### config.mk
export PLATFORM = sky130hd
export DESIGN_NAME = refresh_counter
export DESIGN_NICKNAME = d
export VERILOG_FILES = /design/src/rtl/refresh_counter_pkg.sv /design/src/rtl/refresh_counter_ctrl.sv /design/src/rtl/refresh_counter_dp.sv /design/src/rtl/refresh_counter.sv
export SDC_FILE = /design/constraint.sdc
export NUM_CORES = 1
export LEC_CHECK = 0
export BUFFER_PORTS_ARGS = -buffer_cell sky130_fd_sc_hd__buf_2
export CAP_MARGIN = 30
export CORE_AREA = 8 8 45 47
export CTS_CLUSTER_DIAMETER = 30
export DETAILED_ROUTE_END_ITERATION = 6
export DIE_AREA = 0 0 53 55
export PLACE_DENSITY = 0.76
export SLEW_MARGIN = 5
export SYNTH_ARGS = -nofsm -noshare
export SYNTH_HDL_FRONTEND = slang
export SYNTH_HIERARCHICAL = 1
export SYNTH_SLANG_ARGS = --single-unit
export TNS_END_PERCENT = 1
### constraint.sdc
create_clock -name clk -period 1.6 [get_ports clk]
set_input_delay 0.08 -clock clk [delete_from_list [all_inputs] [get_ports clk]]
set_output_delay 0.08 -clock clk [all_outputs]
set_load 0.005 [all_outputs]
### src/rtl/refresh_counter_pkg.sv
package refresh_counter_pkg;
  parameter int unsigned REG_W = 8;
  localparam int unsigned CNT_W = REG_W - 1;

  typedef struct packed {
    logic doLoad;
    logic doInc;
  } ctrlStrobes_t;
endpackage

### src/rtl/refresh_counter_ctrl.sv
module refresh_counter_ctrl
  import refresh_counter_pkg::*;
(
  input  logic         clk,
  input  logic         rstN,
  input  logic         fetchStb,
  input  logic         loadEn,
  output ctrlStrobes_t strobes
);
  // Load has priority over a fetch arriving in the same cycle
  always_comb begin
    strobes.doLoad = loadEn;
    strobes.doInc  = fetchStb & ~loadEn;
  end

  // never load and increment in the same cycle
  a_r6_single_action: assert property (@(posedge clk) disable iff (!rstN)
    $onehot0({strobes.doLoad, strobes.doInc}));

  // a fetch that collides with a load is dropped
  a_r6_load_wins: assert property (@(posedge clk) disable iff (!rstN)
    (loadEn && fetchStb) |-> !strobes.doInc);
endmodule

### src/rtl/refresh_counter_dp.sv
module refresh_counter_dp
  import refresh_counter_pkg::*;
#(
  parameter int unsigned W = REG_W
) (
  input  logic         clk,
  input  logic         rstN,
  input  ctrlStrobes_t strobes,
  input  logic [W-1:0] loadData,
  output logic [W-1:0] regValue
);
  localparam int unsigned CW = W - 1;

  logic [CW-1:0] cntField;
  logic          topBit;
  logic [CW-1:0] cntNext;

  assign cntNext = cntField + CW'(1);

  always_ff @(posedge clk or negedge rstN) begin
    if (!rstN) begin
      cntField <= '0;
      topBit   <= 1'b0;
    end else if (strobes.doLoad) begin
      cntField <= loadData[CW-1:0];
      topBit   <= loadData[W-1];
    end else if (strobes.doInc) begin
      cntField <= cntNext;
    end
  end

  assign regValue = {topBit, cntField};

  // count field advances modulo 2**CW
  a_r2_increment: assert property (@(posedge clk) disable iff (!rstN)
    strobes.doInc |=> regValue[CW-1:0] == CW'($past(regValue[CW-1:0]) + 1'b1));

  // the top bit survives every increment
  a_r4_msb_kept: assert property (@(posedge clk) disable iff (!rstN)
    strobes.doInc |=> regValue[W-1] == $past(regValue[W-1]));

  // a load copies the full word
  a_r5_load_all: assert property (@(posedge clk) disable iff (!rstN)
    strobes.doLoad |=> regValue == $past(loadData));

  // no strobe means no change
  a_r7_hold: assert property (@(posedge clk) disable iff (!rstN)
    (!strobes.doLoad && !strobes.doInc) |=> $stable(regValue));
endmodule

### src/rtl/refresh_counter.sv
module refresh_counter
  import refresh_counter_pkg::*;
(
  input  logic             clk,
  input  logic             rstN,
  input  logic             fetchStb,
  input  logic             loadEn,
  input  logic [REG_W-1:0] loadData,
  output logic [REG_W-1:0] regValue,
  output logic [CNT_W-1:0] refreshAddr
);
  ctrlStrobes_t strobes;

  refresh_counter_ctrl ctrl_i (
    .clk      (clk),
    .rstN     (rstN),
    .fetchStb (fetchStb),
    .loadEn   (loadEn),
    .strobes  (strobes)
  );

  refresh_counter_dp #(.W(REG_W)) dp_i (
    .clk      (clk),
    .rstN     (rstN),
    .strobes  (strobes),
    .loadData (loadData),
    .regValue (regValue)
  );

  assign refreshAddr = regValue[CNT_W-1:0];

  // refresh address tracks the count field at every edge
  a_r8_refresh_addr: assert property (@(posedge clk) disable iff (!rstN)
    refreshAddr == regValue[CNT_W-1:0]);

  // value is zero on the first cycle out of reset
  a_r1_reset_zero: assert property (@(posedge clk)
    !rstN |=> (!rstN || regValue == '0));
endmodule

## Yosys cells after proc, flatten, opt, wreduce, memory -nomap -nowiden

Cells that the tools add are included.

- Add/subtract/negate cells: 1
- Multipliers: 0
- Div/mod/pow operators: 0
- Order comparisons: 0
- Equal/unequal tests: 0
- Shift operators: 0
- Muxes and demuxes: 2
- Bitwise gates (word level): 2
- Reduce and logical (&&, ||, !) cells: 1

Operator list:

| kind | number |
|---|---|
| 7-bit 2-to-1 mux | 2 |
| 7-bit by 1-bit adder with 7-bit output, second input constant | 1 |
| 2-bit nonzero test | 1 |
| 1-bit AND | 1 |
| 1-bit inverter | 1 |

- Flip-flop bits (word level): 8
- Bits in latches: 0
- Memory bits (writable): 0
- Memory bits (read-only): 0
- Input port bits: 12
- Output and inout port bits: 15
- Logic and storage cells: 8
- Memories: 0

## Logic depth before layout (Yosys ltp)

- Word-level depth: 4
- Mapped depth: 4
- Mapped depth without buffers: 4

## By module

Netlist, hierarchy kept.

By module, submodules not included:

| module | times used | cells an instance | area an instance (um2) | seq. area each (um2) |
|---|---|---|---|---|
| refresh_counter_dp | 1 | 41 | 394.1 | 200.2 |
| refresh_counter | 1 | 7 | 52.6 | 0.0 |
| refresh_counter_ctrl | 1 | 2 | 21.3 | 0.0 |

## Least setup slack after synthesis

OpenSTA, ideal clock, no wires.

- Path type: flip-flop to flip-flop
- From: register dp_i.cntField[0]
- To: register dp_i.cntField[6]
- Library setup time: 0.082 ns
- Arrival: 1.216 ns
- Data required time: 1.518 ns
- Setup slack: 0.302 ns
- Cell stages (with the launch flop): 5
- Path buffers: 0
- Clock period less this slack: 1.298 ns
- Cell sequence: dfrtp_1 ha_1 nand4_1 or3_1 a31oi_1

- Word-level cells in the longest chain between the ends: 3

RTL lines:

| item | line | source |
|---|---|---|
| start: declaration | refresh_counter_dp.sv:14 | `logic [CW-1:0] cntField;` |
| start signal: assignment | refresh_counter_dp.sv:25 | `cntField <= loadData[CW-1:0];` |
| start signal: assignment | refresh_counter_dp.sv:28 | `cntField <= cntNext;` |
| 7-bit by 1-bit adder with 7-bit output | refresh_counter_dp.sv:18 | `assign cntNext = cntField + CW'(1);` |
| 7-bit 2-to-1 mux | refresh_counter_dp.sv:27 | `end else if (strobes.doInc) begin` |
| 7-bit 2-to-1 mux | refresh_counter_dp.sv:24 | `end else if (strobes.doLoad) begin` |

Every way passes these cells. The select of a mux whose other input is x is not followed.
A chain may end at the register's enable or synchronous reset.

## Worst setup path in the final report

- From: register dp_i.cntField[1]
- To: register dp_i.cntField[6]

Same word-level chain as after synthesis.

==> metrics.md <==
| Metric | Value |
|---|---|
| Clk buf depth | `2` |
| Worst R2R Setup Slack | `0.24 ns` |
| Worst-path clk slew | `0.06 ns` |
| CP cell instances | `ha_1, nand4_1, or3_1, a31oi_1` |
| Crit. End Element | `flip-flop` |
| CP startpoint kind | `flip-flop` |
| Wirelength per Cell | `12.47 um` |
| Actual slew at the worst max-slew pin | `0.2320 ns` |
| DRC violations left | `0` |
| Share of layout cells above drive strength 1 | `0.4429` |
| Max_slew headroom | `0.8453` |
| CTS Sinks | `8` |
| Total CTS buffers | `3` |
| Count of cell types in the netlist | `16` |
| Crit-path max FO | `5` |
| Worst min-delay path class | `input port to flip-flop` |
| Max Cap Violations | `0` |
| H-tree levels | `1` |
| Core area | `1384 um2` |
| First-pass GRT wire length | `1745 um` |
| Layout Cells excl Fill | `86` |
| WL final | `1072 um` |
| Number of synthesized register bits | `8` |
| Post-route ant nets | `0` |
| Critical Path RT | `1.77 ns` |
| Die Height | `55 um` |
| CTS tree | `yes` |
| Dpl hpwl | `871.5 um` |
| Final Skew | `0.006376 ns` |
| Initial antenna violation count | `0` |
| DP Cell Count | `82` |
| Synthesized area | `467.9 um2` |
| Pre-antenna DRT Iters | `2` |
| Layout area overhead | `23.80%` |
| Final setup violation count | `0` |
| Fin Setup TNS | `0 ns` |
| Status | `complete, no violations` |
| Commonest non-fill, non-tap cell in the layout | `buf_2` |
| Hold Vio Cnt, Final | `0` |
| GP Congestion | `0.7178` |
| Yosys warns | `6` |
| All-Layer GR Usage | `0.08086` |
| Fraction of the cycle the final worst path needs | `0.8471` |
| Fin util | `0.4186` |
| Via density | `4.651` |
| Initial Util | `0.3382` |
| CP max-delay cell | `dfrtp_1` |
| Final net count | `85` |
| Boundary Pins | `27` |
| Die area | `2915 um2` |
| RSZ-0062 raised after global routing | `false` |
| Synth Net Count | `63` |
| Global route overflow | `0` |
| Register area share after synthesis | `0.4278` |
| Largest net degree at the start of global routing | `14` |
| Worst-Skew Late Latency | `0.25 ns` |
| Final min period | `1.355 ns` |
| DR iter-0 viols | `1` |
| Leak | `0.2878 nW` |
| WS Path Type | `flip-flop to flip-flop` |
| Most frequent cells in the layout | `26 x buf_2, 8 x nand2_1, 8 x dfrtp_1` |
| Via count | `400` |
| Maximum VDD drop | `0.3208 mV` |
| P per Cell Area | `881.6 nW/um2` |
| Syn_area_per_cell | `9.359 um2` |
| Top post-synthesis cells by area | `dfrtp_1 43%, buf_4 14%, o21ai_0 7.5%` |
| Pins Over Slew Limit | `0` |
| Crit path largest cell delay | `0.41 ns` |
| I/O Buffers | `26` |
| Synth top area share | `0.4278` |
| Syn Inst Count | `50` |
| Vias in the first global route | `404` |
| Yosys top cell by area | `dfrtp_1` |
| Max frequency | `0.7378 GHz` |
| CP arrival | `1.52 ns` |
| Setup Buffers After CTS | `0` |
| Root Driver | `clkbuf_4` |
| Antenna Cells | `0` |
| Die Wd | `53 um` |
| # rows | `14` |
==> worst max-delay path: cells and delay by family (launching register included) <==
| kind | cells | cell delay [ns] |
|---|---|---|
| AOI/OAI and AO/OA | 1 | 0.15 |
| adders and majority gates | 1 | 0.20 |
| DFF | 1 | 0.41 |
| and+or+nand+nor | 2 | 0.51 |
==> synthesized netlist by cell type, drive strengths merged <==
cell and number:
xnor2 1, a31oi 2, mux2i 1, nand2 8, buf 9, clkbuf 1
xor2 3, mux2 1, ha 1, dfrtp 8, or3 2, nand4 2
o21ai 7, nor2 2, nor2b 1, inv 1
==> logic make-up after synthesis <==
family	after synthesis	synth area share
DFF	8	0.4278
muxes	2	0.04545
xor gates and xnor gates	4	0.07488
buffers and inverters	11	0.1604
adders and majority gates	1	0.02673
AOI/OAI and AO/OA	9	0.1016
and+or+nand+nor	15	0.1631
==> final timing paths <==
check,end,cells after the start,start
max,dp_i/cntField[6]$_DFFE_PN0P_,4,dp_i/cntField[1]$_DFFE_PN0P_
min,dp_i/cntField[1]$_DFFE_PN0P_,3,loadData[1]
max reg2reg,dp_i/cntField[6]$_DFFE_PN0P_,4,dp_i/cntField[1]$_DFFE_PN0P_
min reg2reg,dp_i/topBit$_DFFE_PN0P_,1,dp_i/topBit$_DFFE_PN0P_
max in group asynchronous,dp_i/cntField[0]$_DFFE_PN0P_,2,rstN
min in group asynchronous,dp_i/cntField[5]$_DFFE_PN0P_,2,rstN
==> routing by layer <==
metal / track usage / part of all wire / vias up
li1: - / - / 201
met1: 0.08514 / 0.40 / 182
met2: 0.1328 / 0.46 / 17
met3: 0.03209 / 0.13 / 0
met4: 0.05172 / 0 / 0
met5: 0 / 0 / -
==> per-stage QoR <==
| step | hold WS [ns] | total power [mW] | cell area (um2) | worst slack (ns) |
|---|---|---|---|---|
| floorplan | -0.2156 | 0.3262 | 467.9 | 0.3024 |
| global placement | -0.06888 | 0.3614 | 546.8 | 0.3140 |
| CTS | 0.02831 | 0.5223 | 579.3 | 0.2286 |
| detailed placement | -0.06672 | 0.3650 | 546.8 | 0.2469 |
| global route | 0.04286 | 0.5504 | 579.3 | 0.1200 |
| finish | 0.03264 | 0.5107 | 579.3 | 0.2446 |
==> what timing repair did <==
action,4_1_cts,5_1_grt
hold endpoints to repair,8,0
endpoints found under the setup margin,0,0
hold buffers,1,0
gates resized for setup,0,0
==> sequential cells by signal, summed over array words and instances (netlist names) <==
register       count
dp_i/cntField      7
dp_i/topBit        1
==> cell type report <==
| type | count | area, um2 |
|---|---|---|
| well taps | 16 | 20.02 |
| flip-flops and latches | 8 | 200.2 |
| repair buffers | 27 | 140.1 |
| inverters | 1 | 3.754 |
| fillers | 153 | 804.5 |
| clock buffers | 3 | 22.52 |
| multi-input cells | 31 | 192.7 |
==> report_power, final <==
part / switching [mW] / total (mW) / internal (mW)
clock network: 0.0656 / 0.151 / 0.0856
registers: 0.0240 / 0.248 / 0.224
logic: 0.0517 / 0.112 / 0.0601
Power figures use the tool's default switching activity.
